## src/rtl/acc_cpu_pkg.sv

```systemverilog
package acc_cpu_pkg;

  typedef enum logic [1:0] {
    PH_F1 = 2'd0,
    PH_F2 = 2'd1,
    PH_X1 = 2'd2,
    PH_X2 = 2'd3
  } phase_t;

  localparam logic [1:0] CLS_GRP = 2'b00;
  localparam logic [1:0] CLS_JMP = 2'b01;
  localparam logic [1:0] CLS_ADD = 2'b10;
  localparam logic [1:0] CLS_MEM = 2'b11;

  localparam int G_NOP   = 0;
  localparam int G_CLA   = 1;
  localparam int G_CPL   = 2;
  localparam int G_SHR   = 3;
  localparam int G_SHL   = 4;
  localparam int G_SKIPO = 5;
  localparam int G_SKIPN = 6;
  localparam int G_STOP  = 7;
  localparam int GRP_N   = 8;

  typedef struct packed {
    logic             is_jmp;
    logic             is_add;
    logic             is_mem;
    logic [GRP_N-1:0] grp;
  } dec_t;

  typedef struct packed {
    logic ld_ir;
    logic inc_pc;
    logic ld_pc;
    logic sel_ir;
    logic ld_opnd;
    logic we;
    logic ld_a;
    logic rst_a;
    logic cpl_a;
    logic shr_a;
    logic shl_a;
    logic halt;
  } cmd_t;

endpackage

```

## src/rtl/cpu_phase_gen.sv

```systemverilog
module cpu_phase_gen
  import acc_cpu_pkg::*;
(
  input  logic   clk,
  input  logic   init_i,
  input  logic   start_i,
  input  logic   halt_cmd_i,
  output phase_t phase_o,
  output logic   halted_o,
  output logic   run_o
);

  phase_t phase_q;
  logic   halted_q;

  always_ff @(posedge clk or posedge init_i) begin
    if (init_i) begin
      phase_q  <= PH_F1;
      halted_q <= 1'b0;
    end else if (halted_q) begin
      if (start_i) halted_q <= 1'b0;
    end else if (halt_cmd_i) begin
      halted_q <= 1'b1;
      phase_q  <= PH_F1;
    end else begin
      phase_q <= phase_t'(phase_q + 2'd1);
    end
  end

  assign phase_o  = phase_q;
  assign halted_o = halted_q;
  assign run_o    = ~halted_q;

endmodule

```

## src/rtl/cpu_decoder.sv

```systemverilog
module cpu_decoder
  import acc_cpu_pkg::*;
(
  input  logic [1:0] cls_i,
  input  logic [2:0] sub_i,
  output dec_t       dec_o
);

  assign dec_o.is_jmp = (cls_i == CLS_JMP);
  assign dec_o.is_add = (cls_i == CLS_ADD);
  assign dec_o.is_mem = (cls_i == CLS_MEM);

  for (genvar k = 0; k < GRP_N; k++) begin : g_grp
    assign dec_o.grp[k] = (cls_i == CLS_GRP) && (sub_i == 3'(k));
  end

endmodule

```

## src/rtl/cpu_cmd_block.sv

```systemverilog
module cpu_cmd_block
  import acc_cpu_pkg::*;
(
  input  phase_t phase_i,
  input  logic   run_i,
  input  dec_t   dec_i,
  input  logic   acc_lsb_i,
  input  logic   acc_msb_i,
  output cmd_t   cmd_o
);

  logic in_f1, in_f2, in_x1, in_x2;
  logic skip_hit;

  assign in_f1 = run_i && (phase_i == PH_F1);
  assign in_f2 = run_i && (phase_i == PH_F2);
  assign in_x1 = run_i && (phase_i == PH_X1);
  assign in_x2 = run_i && (phase_i == PH_X2);

  assign skip_hit = (dec_i.grp[G_SKIPO] && acc_lsb_i) ||
                    (dec_i.grp[G_SKIPN] && acc_msb_i);

  always_comb begin
    cmd_o         = '0;
    cmd_o.ld_ir   = in_f1;
    cmd_o.inc_pc  = in_f2 || (in_x1 && skip_hit);
    cmd_o.ld_pc   = in_x1 && dec_i.is_jmp;
    cmd_o.sel_ir  = in_x1 && (dec_i.is_add || dec_i.is_mem);
    cmd_o.ld_opnd = in_x1 && dec_i.is_add;
    cmd_o.we      = in_x1 && dec_i.is_mem;
    cmd_o.rst_a   = in_x1 && dec_i.grp[G_CLA];
    cmd_o.ld_a    = in_x2 && dec_i.is_add;
    cmd_o.cpl_a   = in_x2 && dec_i.grp[G_CPL];
    cmd_o.shr_a   = in_x2 && dec_i.grp[G_SHR];
    cmd_o.shl_a   = in_x2 && dec_i.grp[G_SHL];
    cmd_o.halt    = in_x2 && dec_i.grp[G_STOP];
  end

endmodule

```

## src/rtl/cpu_datapath.sv

```systemverilog
module cpu_datapath
  import acc_cpu_pkg::*;
#(
  parameter int DATA_W = 8
) (
  input  logic              clk,
  input  logic              init_i,
  input  cmd_t              cmd_i,
  input  logic              prog_we_i,
  input  logic [DATA_W-3:0] prog_addr_i,
  input  logic [DATA_W-1:0] prog_data_i,
  output logic [DATA_W-3:0] pc_o,
  output logic [DATA_W-1:0] ir_o,
  output logic [DATA_W-1:0] acc_o
);

  localparam int ADDR_W = DATA_W - 2;
  localparam int DEPTH  = 1 << ADDR_W;

  function automatic logic [DATA_W-1:0] f_add(input logic [DATA_W-1:0] a,
                                              input logic [DATA_W-1:0] b);
    return a + b;
  endfunction

  function automatic logic [DATA_W-1:0] f_shr(input logic [DATA_W-1:0] a);
    return {1'b0, a[DATA_W-1:1]};
  endfunction

  function automatic logic [DATA_W-1:0] f_shl(input logic [DATA_W-1:0] a);
    return {a[DATA_W-2:0], 1'b0};
  endfunction

  logic [DATA_W-1:0] mem_q [DEPTH];
  logic [ADDR_W-1:0] pc_q;
  logic [DATA_W-1:0] ir_q, acc_q, opnd_q;
  logic [ADDR_W-1:0] addr_w;
  logic [DATA_W-1:0] rd_w;

  assign addr_w = cmd_i.sel_ir ? ir_q[ADDR_W-1:0] : pc_q;
  assign rd_w   = mem_q[addr_w];

  always_ff @(posedge clk) begin
    if (prog_we_i)     mem_q[prog_addr_i] <= prog_data_i;
    else if (cmd_i.we) mem_q[addr_w]      <= acc_q;
  end

  always_ff @(posedge clk or posedge init_i) begin
    if (init_i) begin
      pc_q   <= '0;
      ir_q   <= '0;
      acc_q  <= '0;
      opnd_q <= '0;
    end else begin
      if (cmd_i.ld_ir)   ir_q   <= rd_w;
      if (cmd_i.ld_opnd) opnd_q <= rd_w;
      if (cmd_i.ld_pc)        pc_q <= ir_q[ADDR_W-1:0];
      else if (cmd_i.inc_pc)  pc_q <= pc_q + 1'b1;
      if (cmd_i.rst_a)        acc_q <= '0;
      else if (cmd_i.ld_a)    acc_q <= f_add(acc_q, opnd_q);
      else if (cmd_i.cpl_a)   acc_q <= ~acc_q;
      else if (cmd_i.shr_a)   acc_q <= f_shr(acc_q);
      else if (cmd_i.shl_a)   acc_q <= f_shl(acc_q);
    end
  end

  assign pc_o  = pc_q;
  assign ir_o  = ir_q;
  assign acc_o = acc_q;

endmodule

```

## src/rtl/acc_cpu.sv

```systemverilog
module acc_cpu
  import acc_cpu_pkg::*;
#(
  parameter int DATA_W = 8
) (
  input  logic              clk,
  input  logic              init_i,
  input  logic              start_i,
  input  logic              prog_we_i,
  input  logic [DATA_W-3:0] prog_addr_i,
  input  logic [DATA_W-1:0] prog_data_i,
  output logic [DATA_W-3:0] pc_o,
  output logic [DATA_W-1:0] acc_o,
  output logic [DATA_W-1:0] ir_o,
  output logic              halted_o
);

  phase_t phase_w;
  logic   halted_w, run_w;
  dec_t   dec_w;
  cmd_t   cmd_w;

  cpu_phase_gen u_phase (
    .clk        (clk),
    .init_i     (init_i),
    .start_i    (start_i),
    .halt_cmd_i (cmd_w.halt),
    .phase_o    (phase_w),
    .halted_o   (halted_w),
    .run_o      (run_w)
  );

  cpu_decoder u_dec (
    .cls_i (ir_o[DATA_W-1:DATA_W-2]),
    .sub_i (ir_o[DATA_W-3:DATA_W-5]),
    .dec_o (dec_w)
  );

  cpu_cmd_block u_cmd (
    .phase_i   (phase_w),
    .run_i     (run_w),
    .dec_i     (dec_w),
    .acc_lsb_i (acc_o[0]),
    .acc_msb_i (acc_o[DATA_W-1]),
    .cmd_o     (cmd_w)
  );

  cpu_datapath #(.DATA_W(DATA_W)) u_dp (
    .clk         (clk),
    .init_i      (init_i),
    .cmd_i       (cmd_w),
    .prog_we_i   (prog_we_i),
    .prog_addr_i (prog_addr_i),
    .prog_data_i (prog_data_i),
    .pc_o        (pc_o),
    .ir_o        (ir_o),
    .acc_o       (acc_o)
  );

  assign halted_o = halted_w;

endmodule

```

## config.mk

```make
export PLATFORM = sky130hd
export DESIGN_NAME = acc_cpu
export DESIGN_NICKNAME = d
export VERILOG_FILES = /design/src/rtl/acc_cpu_pkg.sv /design/src/rtl/cpu_phase_gen.sv /design/src/rtl/cpu_decoder.sv /design/src/rtl/cpu_cmd_block.sv /design/src/rtl/cpu_datapath.sv /design/src/rtl/acc_cpu.sv
export SDC_FILE = /design/constraint.sdc
export NUM_CORES = 1
export LEC_CHECK = 0
export BUFFER_PORTS_ARGS = -buffer_cell sky130_fd_sc_hd__buf_4
export CAP_MARGIN = 40
export CORE_MARGIN = 4
export CORE_UTILIZATION = 44
export DETAILED_ROUTE_END_ITERATION = 10
export PLACE_DENSITY_LB_ADDON = 0.3
export RECOVER_POWER = 50
export SKIP_LAST_GASP = 1
export SLEW_MARGIN = 10
export SYNTH_ARGS = -nofsm -noshare
export SYNTH_HDL_FRONTEND = slang
export SYNTH_HIERARCHICAL = 1
export SYNTH_SLANG_ARGS = --single-unit
```

## constraint.sdc

```tcl
create_clock -name clk -period 9.5 [get_ports clk]
set_input_delay 0.95 -clock clk [delete_from_list [all_inputs] [get_ports clk]]
set_output_delay 0.95 -clock clk [all_outputs]
set_load 0.05 [all_outputs]
```

# ---- Word level (Yosys, flattened, before mapping)
# Memory sizes are Yosys's and may differ from the RTL's.
# Cells that the tools add are included.
dict set report word_totals {
  ff_bits 33
  mem_bits_rw 512
  input_bits 18
  elab_cells 77
  memories 1
}
dict set report classes {
  n_addsub 3
  eq_ne 13
  n_mux 20
  n_bitwise 2
  n_reduce_logical 32
}
# memory words width rd rd_clocked_by_memory_dff write_ports line
set memory_table {}
lappend memory_table {u_dp.mem_q 64 8 1 0 1 cpu_datapath.sv:33} ;# logic [DATA_W-1:0] mem_q [DEPTH];
# op n
set ops {}
lappend ops {{8-bit 2-to-1 mux} 6}
lappend ops {{1-bit logical AND} 24}
lappend ops {{6-bit 2-to-1 mux} 4}
lappend ops {{3-bit equality test, second input constant} 4}
lappend ops {{1-bit 2-to-1 mux} 9}
lappend ops {{8-bit adder} 1}
lappend ops {{2-bit equality test, second input constant} 4}
lappend ops {{8-bit NOT} 1}
lappend ops {{8-bit OR reduction} 1}
lappend ops {{6-bit by 1-bit adder with 6-bit output, second input constant} 1}
lappend ops {{3-bit by 2-bit equality test with 1-bit output, second input constant} 2}
lappend ops {{5-bit nonzero test} 1}
lappend ops {{2-bit by 1-bit equality test with 1-bit output, second input constant} 2}
lappend ops {{2-bit zero test} 2}
lappend ops {{3-bit by 1-bit equality test with 1-bit output, second input constant} 1}
lappend ops {{1-bit logical OR} 3}
lappend ops {{2-bit by 1-bit adder with 2-bit output, second input constant} 1}
lappend ops {{2-bit 2-to-1 mux} 1}
lappend ops {{2-bit nonzero test} 1}
lappend ops {{1-bit NOT} 1}

# ---- Logic depth before layout (Yosys ltp)
# Gate-level depths: netlist of the first run.
dict set report logic_depth {
  depth_word 8
  ltp_mapped 13
  mapped_depth_nobuf 10
}

# ---- Hierarchy
# The synthesis of the first run kept the hierarchy.
# mod n_inst cells_per_inst area_each_um2
set modules_own_cells {}
lappend modules_own_cells {cpu_datapath 1 1299 22197.5}
lappend modules_own_cells {cpu_phase_gen 1 12 135.1}
lappend modules_own_cells {cpu_cmd_block 1 17 125.1}
lappend modules_own_cells {cpu_decoder 1 16 101.3}

# ---- Worst setup path after synthesis of the first run
# Ideal clock, no wire load.
dict set report synth_timing {
  path_kind {flip-flop to flip-flop}
  from {register u_phase.halted_q, in the netlist u_phase/halted_o}
  to {memory u_dp.mem_q[0][1], data pin}
  arrival_ns 4.321
  required_time_ns 8.798
  slack_ns 4.477
  path_stages_with_launch 9
  path_buffers 3
  cell_sequence {dfrtp_1 > inv_1 > and3b_2 > and2_2 > nand2_1 > clkbuf_1 > clkbuf_1 > clkbuf_1 > o21ai_0}
}
# item line
set synth_lines {}
lappend synth_lines {{from (decl)} cpu_phase_gen.sv:14} ;# logic halted_q;
lappend synth_lines {{from (signal assigned)} cpu_phase_gen.sv:19} ;# halted_q <= 1'b0;
lappend synth_lines {{from (signal assigned)} cpu_phase_gen.sv:21} ;# if (start_i) halted_q <= 1'b0;
lappend synth_lines {{from (signal assigned)} cpu_phase_gen.sv:23} ;# halted_q <= 1'b1;
lappend synth_lines {{to (decl)} cpu_datapath.sv:33}

==> flow_metrics.py, run 1 <==
metrics = {
    "grt": {
        "grtUsageTotal": 0.188,
        "grt_max_degree": 71,
        "grt_antenna_before_repair": 0,
        "overflow": 0,
        "grt_pass1_wl_um": 77000,
        "grt_pass1_vias": 11800,
    },
    "sta": {
        "clock_skew_ns": 0.0225,
        "slew_headroom": -1.19,
        "grt_setup_unrepaired": "false",
        "setup_violations": 0,
        "slew_violations": 548,
        "fin_crit_ns": 4.97,
        "tightest_slew_ns": 3.28,
        "hold_violations": 0,
        "setup-tns-final_ns": 0,
        "max_freq_mhz": 201,
        "period_share": 0.523,
    },
    "route": {
        "first_pass_iters": 9,
        "wire_per_inst_um": 24.5,
        "drcViolationCount": 0,
        "vias": 12500,
        "drtAntennaViolNets": 0,
        "drt_wl_total_um": 51800,
        "drtIter0Drc": 1092,
        "avgViaCountPerCell": 5.92,
    },
    "status": {
        "status": "finished, violations left",
        "violations": "max-capacitance violations, max-slew violations",
    },
    "yosys": {
        "syn_inst": 1343,
        "synth_warnings": 6,
        "avgSynthCellArea_um2": 16.8,
        "synth.cell_area_um2": 22500,
        "syn_nets": 1370,
    },
    "layout": {
        "final_cells": 2114,
        "layout-area-overhead-vs-synth_pct": 12.1,
        "final_common_cell": "edfxtp_1",
        "mostFrequentLayoutCells": "edfxtp_1, nand2_1, nor2_1, mux4_2, clkbuf_16",
        "antenna_cells": 0,
        "fin_nets": 1428,
        "drive_above_1_share": 0.158,
    },
    "pwr": {
        "p_leak_nw": 8.16,
        "p_per_area_nw_per_um2": 296,
        "vdd_drop_max_uv": 247,
    },
    "die": {
        "initial_core_util": 0.448,
        "ios": 41,
        "rows": 82,
        "die_area_um2": 54900,
        "core_area_um2": 50400,
        "die_h_um": 234,
        "die_w_um": 234,
    },
    "worst_setup_path": {
        "start_kind": "flop",
        "worst-path-max-fanout": 64,
        "crit_path_end_kind": "flop",
        "critPathRequiredTime_ns": 9.39,
        "arrival_ns": 4.86,
        "crit_type": "reg -> reg",
    },
    "clock_network": {
        "htreeDepth": 2,
        "clkTransAtPathRegs_ns": 0.06,
        "cts_sinks": 545,
        "cts_buffers": 51,
        "post-cts-setup-buffers": 0,
        "cts.path.max_buffers": 3,
        "cts_tree": "yes",
        "post_cts_resized": 0,
        "root_buffer": "clkbuf_16",
        "cts_hold_buf": 0,
        "clk_latency_ns": 0.58,
    },
    "placement": {
        "dpl.cell_count": 2017,
        "hpwl_um": 31900,
        "io_buffers": 40,
        "finalWeightedCongestion": 0.910,
    },
    "run": {
        "drv_cap": 9,
    },
    "hold_path": {
        "hp-class": "in -> async",
    },
}
[power breakdown]
group,internal (mW),leakage [nW],switching [mW]
Sequential,2.74,5.03,0.144
Clock,1.15,0.794,0.845
Combinational,0.988,2.33,1.61
Total,4.88,8.16,2.60
[routing by layer]
layer  vias up  part of all wire  track usage
met5         -                 0            0
li1       5499                 -            -
met1      6447              0.43        0.278
met3        77             0.074       0.0328
met4         0             0.024       0.0478
met2       492              0.47        0.293
[registers in the layout (all words and copies together), names as in the netlist]
signal            count
u_dp/acc_o            8
u_phase/halted_o      1
u_dp/opnd_q           8
u_phase/phase_o       2
u_dp/ir_o             8
u_dp/mem_q          512
u_dp/pc_o             6
[layout make-up]
cell class | instances | area (um2)
clock inverters | 22 | 209
multi-input cells | 710 | 6040
repair buffers | 71 | 484
clock buffers | 72 | 1430
inverters | 22 | 82.6
well taps | 672 | 841
flip-flops and latches | 545 | 16200
fillers | 4082 | 25100
[worst max-delay path: stages, from the launching register on]
cell	delay, ns
dfrtp_1	0.45
inv_1	0.13
and3b_1	0.26
and2_2	0.19
nor2b_1	0.40
clkbuf_1	0.34
nand2_1	0.11
nand2_2	0.06
clkbuf_1	2.29
[final timing paths]
check | startpoint | to | slack, ns | cells after the start
max | u_phase/halted_o | u_dp/mem_q[40][2] | 4.53 | 8
min | init_i | u_dp/pc_o[1] | 0.26 | 2
max reg2reg | u_phase/halted_o | u_dp/mem_q[40][2] | 4.53 | 8
min reg2reg | u_phase/phase_o[1] | u_phase/phase_o[1] | 0.59 | 1
max in group asynchronous | init_i | u_dp/ir_o[5] | 7.54 | 3
min in group clk | start_i | u_phase/halted_o | 0.56 | 2
[stage by stage]
| stage | instance area (um2) | hold WS, ns | util | power (mW) | setup WS, ns |
|---|---|---|---|---|---|
| 6_report | 25300 | 0.265 | 0.502 | 7.48 | 4.53 |
| 5_1_grt | 25300 | 0.265 | 0.502 | 7.81 | 4.09 |
| 4_1_cts | 25400 | 0.242 | 0.504 | 7.55 | 4.68 |
| 3_5_place_dp | 23700 | 0.567 | 0.471 | 5.56 | 4.68 |
| 3_3_place_gp | 23600 | 0.559 | 0.469 | 5.48 | 4.64 |
| 2_1_floorplan | 22500 | 0.496 | - | 4.71 | 4.48 |
Power figures use the tool's default switching activity.
==> run 2: changes to the inputs <==
==> constraint.sdc (replaced) <==
create_clock -name clk -period 4.9 [get_ports clk]
set_input_delay 0.49 -clock clk [delete_from_list [all_inputs] [get_ports clk]]
set_output_delay 0.49 -clock clk [all_outputs]
set_load 0.05 [all_outputs]
==> run 2 against run 1 <==
The run still ends with max-capacitance violations, max-slew violations left. Largest power group unchanged. Sequential share of layout area is 0.15 points higher. Via count is 1.2% higher. Final area is 0.23% lower.
==> flow_metrics.py, run 2 (synthesized netlist as in run 1, its figures left out) <==
metrics = {
    "status": {
        "status": "finished, violations left",
        "violations": "max-capacitance violations, max-slew violations",
    },
    "sta": {
        "grt_setup_unrepaired": "false",
        "setup-tns-final_ns": 0,
        "period_share": 0.824,
        "slew_headroom": -0.836,
        "setup_violations": 0,
        "tightest_slew_ns": 2.73,
        "clock_skew_ns": 0.0118,
        "max_freq_mhz": 248,
        "slew_violations": 67,
        "fin_crit_ns": 4.04,
        "hold_violations": 0,
    },
    "hold_path": {
        "holdPathStages": 2,
        "hp-class": "in -> reg",
        "hold_end": "u_phase/halted_o",
        "min_from": "start_i",
    },
    "clock_network": {
        "post-cts-setup-buffers": 0,
        "htreeDepth": 2,
        "clkTransAtPathRegs_ns": 0.06,
        "cts_hold_buf": 1,
        "cts.path.max_buffers": 3,
        "cts_tree": "yes",
        "root_buffer": "clkbuf_16",
        "post_cts_resized": 0,
        "cts_sinks": 545,
        "clk_latency_ns": 0.59,
        "cts_buffers": 51,
    },
    "worst_setup_path": {
        "crit_type": "reg -> reg",
        "crit_path_end_kind": "flop",
        "r2r_start": "u_phase/halted_o",
        "reg2reg_slack_ns": 0.86,
        "reg2reg_to": "u_dp/mem_q[15][1]",
        "worst-path-max-fanout": 28,
        "ff2ff_path_depth": 7,
        "arrival_ns": 4.44,
        "critPathRequiredTime_ns": 5.31,
        "start_kind": "flop",
    },
    "layout": {
        "mostFrequentLayoutCells": "edfxtp_1, nand2_1, nor2_1, mux4_2, clkbuf_16",
        "regMostFlops": "u_dp/mem_q",
        "antenna_cells": 0,
        "layout-area-overhead-vs-synth_pct": 11.9,
        "largest_reg_flops": 512,
        "post-route-util": 0.501,
        "final_cells": 2118,
        "fillers": 4101,
        "finish.instance_area_um2": 25200,
        "fin_nets": 1434,
        "drive_above_1_share": 0.154,
        "final_common_cell": "edfxtp_1",
    },
    "placement": {
        "hpwl_um": 33800,
        "io_buffers": 40,
        "dpl.cell_count": 2021,
        "place_area_um2": 23800,
        "finalWeightedCongestion": 0.865,
    },
    "pwr": {
        "p_switching_mw": 5.05,
        "vdd_drop_max_uv": 363,
        "power_frac_comb": 0.351,
        "p_total_mw": 14.3,
        "p_int_mw": 9.25,
        "p_leak_nw": 8.14,
        "sw_frac_of_total": 0.353,
        "p_per_area_nw_per_um2": 567,
        "p_clk_frac": 0.259,
        "p_seq_frac": 0.390,
    },
    "route": {
        "drtAntennaViolNets": 0,
        "wire_per_inst_um": 25.1,
        "first_pass_iters": 7,
        "drtIter0Drc": 1403,
        "drcViolationCount": 0,
        "drt_wl_total_um": 53200,
        "avgViaCountPerCell": 5.98,
        "vias": 12700,
    },
    "grt": {
        "grt_pass1_wl_um": 79700,
        "grt_max_degree": 65,
        "grt_antenna_before_repair": 0,
        "grt_pass1_vias": 12400,
        "overflow": 0,
        "grtUsageTotal": 0.195,
    },
    "die": {
        "die_area_um2": 54900,
        "ios": 41,
        "initial_core_util": 0.448,
        "core_area_um2": 50400,
        "die_w_um": 234,
        "die_h_um": 234,
        "rows": 82,
    },
    "run": {
        "drv_cap": 4,
    },
}
[run 2: cell types whose count changed in the layout (fill, tap and decap cells not counted), sizes merged]
cell / previous run / this run
buf: 37 / 45
clkinv: 18 / 19
clkbuf: 106 / 101
bufinv: 4 / 2
dlygate4sd3: 0 / 1
clkinvlp: 2 / 3
[run 2: worst max path at each step]
stage / startpoint / end / slack, ns
floorplan: u_phase/halted_o / u_dp/mem_q[0][1] / -0.12
global placement: u_phase/halted_o / u_dp/ir_o[0] / 1.14
detailed placement: u_phase/halted_o / u_dp/opnd_q[0] / 1.05
CTS: u_phase/halted_o / u_dp/opnd_q[0] / 1.07
global route: u_phase/halted_o / u_dp/mem_q[50][1] / 0.51
finish: u_phase/halted_o / u_dp/mem_q[15][1] / 0.86
[run 2: stage by stage]
| step | hold WS [ns] | setup WS, ns |
|---|---|---|
| 3_5_place_dp | 0.385 | 1.05 |
| 6_report | 0.106 | 0.865 |
| 3_3_place_gp | 0.376 | 1.14 |
| 5_1_grt | 0.0817 | 0.515 |
| 4_1_cts | 0.0654 | 1.07 |
| 2_1_floorplan | 0.244 | -0.123 |
[run 2: area by class of cell]
class / instances / area [um2] / area share
well taps: 672 / 841 / 0.0333
flip-flops and latches: 545 / 16200 / 0.642
repair buffers: 77 / 549 / 0.0218
multi-input cells: 710 / 6010 / 0.238
inverters: 22 / 82.6 / 0.00327
clock buffers: 70 / 1390 / 0.0551
clock inverters: 22 / 155 / 0.00615
[run 2: routing by layer]
metal,GRT usage,part of all wire,up-vias
met5,0,0,-
met4,0.0779,0.037,0
met3,0.0364,0.081,106
met2,0.301,0.46,559
met1,0.278,0.42,6493
li1,-,-,5509
[run 2: critical path: stages, from the launching register on]
cell and delay (ns):
dfrtp_1 0.46, inv_1 0.13, and3b_1 0.25, and2_2 0.17
nand2_1 0.06, buf_4 0.23, o21ai_0 2.06, buf_4 0.49
[run 2: power by group through the flow]
stage	registers [mW]	logic (mW)	clock network (mW)
final	5.58	5.03	3.71
after global routing	5.60	5.35	3.98
after CTS	5.57	5.09	3.79
after detailed placement	5.67	5.07	0
after global placement	5.66	5.00	0
after floorplan	5.79	3.34	0
==> run 3: changes to the inputs <==
==> constraint.sdc (replaced) <==
create_clock -name clk -period 4.15 [get_ports clk]
set_input_delay 0.415 -clock clk [delete_from_list [all_inputs] [get_ports clk]]
set_output_delay 0.415 -clock clk [all_outputs]
set_load 0.05 [all_outputs]
==> run 3 against run 2 <==
The run still ends with max-capacitance violations, max-slew violations left. Global-route usage is 0.82 points higher. Sequential power grew 18%. Clock power grew 22%. Utilization rose by 0.93 points. Critical path depth is 3 higher. Clock-buffer cell count stayed put. Clock skew grew 0.0018 ns. Sequential share of layout area decreased by 1.2 points. Non-clock buffer count grew 49. Final area up 1.9%. Power up 21%. Register-to-register slack got worse by 0.55 ns.
==> flow_metrics.py, run 3 (synthesized netlist as in run 1, its figures left out) <==
metrics = {
    "layout": {
        "mostFrequentLayoutCells": "edfxtp_1, nand2_1, nor2_1, mux4_2, buf_4",
        "fin_nets": 1485,
        "final_cells": 2172,
        "final_common_cell": "edfxtp_1",
        "layout-area-overhead-vs-synth_pct": 13.9,
        "drive_above_1_share": 0.185,
        "largest_reg_flops": 512,
        "regMostFlops": "u_dp/mem_q",
    },
    "clock_network": {
        "root_buffer": "clkbuf_16",
        "cts.path.max_buffers": 3,
        "htreeDepth": 2,
        "cts_buffers": 53,
        "cts_hold_buf": 2,
        "clkTransAtPathRegs_ns": 0.06,
        "clk_latency_ns": 0.59,
        "post-cts-setup-buffers": 0,
        "cts_sinks": 545,
        "cts_tree": "yes",
        "post_cts_resized": 0,
    },
    "worst_setup_path": {
        "crit_path_end_kind": "flop",
        "worst-path-max-fanout": 36,
        "critPathSlowestCell": "buf_4",
        "crit_type": "reg -> reg",
        "slowest_delay_ns": 0.49,
        "start_kind": "flop",
        "arrival_ns": 4.30,
        "critPathRequiredTime_ns": 4.62,
        "cp_cell_sequence": "inv_1, and3b_1, o21a_1, buf_4, mux2i_4, buf_4, mux4_2, a22oi_1, nand4_1, a221o_1",
        "cpMostUsedCell": "buf_4",
    },
    "route": {
        "wire_per_inst_um": 25.6,
        "drtAntennaViolNets": 0,
        "drcViolationCount": 0,
        "first_pass_iters": 5,
        "vias": 13000,
        "drtIter0Drc": 1406,
        "drt_wl_total_um": 55600,
        "avgViaCountPerCell": 5.96,
    },
    "sta": {
        "hold_violations": 0,
        "setup_ws_ns": 0.313,
        "slew_headroom": -0.00965,
        "max_freq_mhz": 261,
        "grt_setup_unrepaired": "false",
        "setup-tns-final_ns": 0,
        "fin_crit_ns": 3.84,
        "holdWs_ns": 0.261,
        "slew_violations": 26,
        "tightest_slew_ns": 1.51,
        "setup_violations": 0,
        "period_share": 0.925,
        "clock_skew_ns": 0.0135,
    },
    "status": {
        "status": "finished, violations left",
        "violations": "max-capacitance violations, max-slew violations",
    },
    "grt": {
        "grt_pass1_wl_um": 82700,
        "grt_pass1_vias": 12700,
        "overflow": 0,
        "grtUsageTotal": 0.204,
        "grt_max_degree": 58,
        "grt_antenna_before_repair": 1,
    },
    "pwr": {
        "p_switching_mw": 6.11,
        "vdd_drop_max_uv": 381,
        "p_clk_frac": 0.262,
        "power_frac_comb": 0.357,
        "p_int_mw": 11.2,
        "sw_frac_of_total": 0.354,
        "p_leak_nw": 8.44,
        "p_seq_frac": 0.381,
        "p_per_area_nw_per_um2": 672,
    },
    "placement": {
        "dpl.cell_count": 2073,
        "hpwl_um": 35900,
        "finalWeightedCongestion": 0.916,
        "io_buffers": 40,
        "pre_cts_slack_ns": 0.430,
    },
    "die": {
        "ios": 41,
        "rows": 82,
        "die_h_um": 234,
        "die_w_um": 234,
        "die_area_um2": 54900,
        "core_area_um2": 50400,
        "initial_core_util": 0.448,
    },
    "hold_path": {
        "hp-class": "in -> async",
    },
    "run": {
        "drv_cap": 1,
    },
}
==> run 3: cell types whose count changed in the layout (fill, tap and decap cells not counted), moves of 2 or more <==
cell	before	now
buf_4	38	82
clkinv_2	3	7
buf_12	5	8
clkinv_1	15	12
inv_6	0	3
clkbuf_2	1	3
==> run 3: final timing paths <==
path | end | start | slack (ns) | cells past startpoint
worst min-delay path | u_phase/phase_o[0] | init_i | 0.26 | 3
min in group clk | u_dp/mem_q[53][2] | prog_data_i[2] | 0.55 | 3
worst min register to register | u_phase/phase_o[1] | u_phase/phase_o[1] | 0.60 | 1
worst max-delay path | u_dp/opnd_q[4] | u_phase/halted_o | 0.31 | 10
max in group asynchronous | u_dp/opnd_q[4] | init_i | 2.17 | 4
worst max register to register | u_dp/opnd_q[4] | u_phase/halted_o | 0.31 | 10
==> run 3: critical path, delay by kind of cell, from the launching register on <==
| kind | cells | cell delay (ns) |
|---|---|---|
| mux | 2 | 0.66 |
| simple gates | 2 | 0.60 |
| flops | 1 | 0.46 |
| buf+inv | 3 | 0.92 |
| compound gates | 3 | 1.03 |
==> run 3: through the flow <==
step           instance area [um2]  power [mW]   util
6_report                     25700        17.3  0.510
5_1_grt                      25700        18.0  0.510
4_1_cts                      25900        17.4  0.513
3_5_place_dp                 24200        12.9  0.481
3_3_place_gp                 24100        12.8  0.479
2_1_floorplan                22500        10.8      -
==> run 3: area by class of cell <==
type	instances	area [um2]
fillers	4083	24700
flip-flops and latches	545	16200
multi-input cells	710	6010
clock buffers	70	1390
repair buffers	126	958
well taps	672	841
clock inverters	26	211
inverters	22	82.6
diodes	1	2.50
==> run 3: metal layers <==
metal  vias up  part of all wire  GRT usage
met2       558              0.46      0.316
met4         0             0.028     0.0659
met5         -                 0          0
met3        84             0.072     0.0265
li1       5612                 -          -
met1      6699              0.44      0.303
==> run 3: power by group through the flow <==
stage	registers (mW)	clock network, mW	logic (mW)
5_1_grt	6.60	4.83	6.57
3_5_place_dp	6.69	0	6.21
2_1_floorplan	6.84	0	3.94
4_1_cts	6.57	4.61	6.22
6_report	6.58	4.52	6.17
3_3_place_gp	6.68	0	6.15
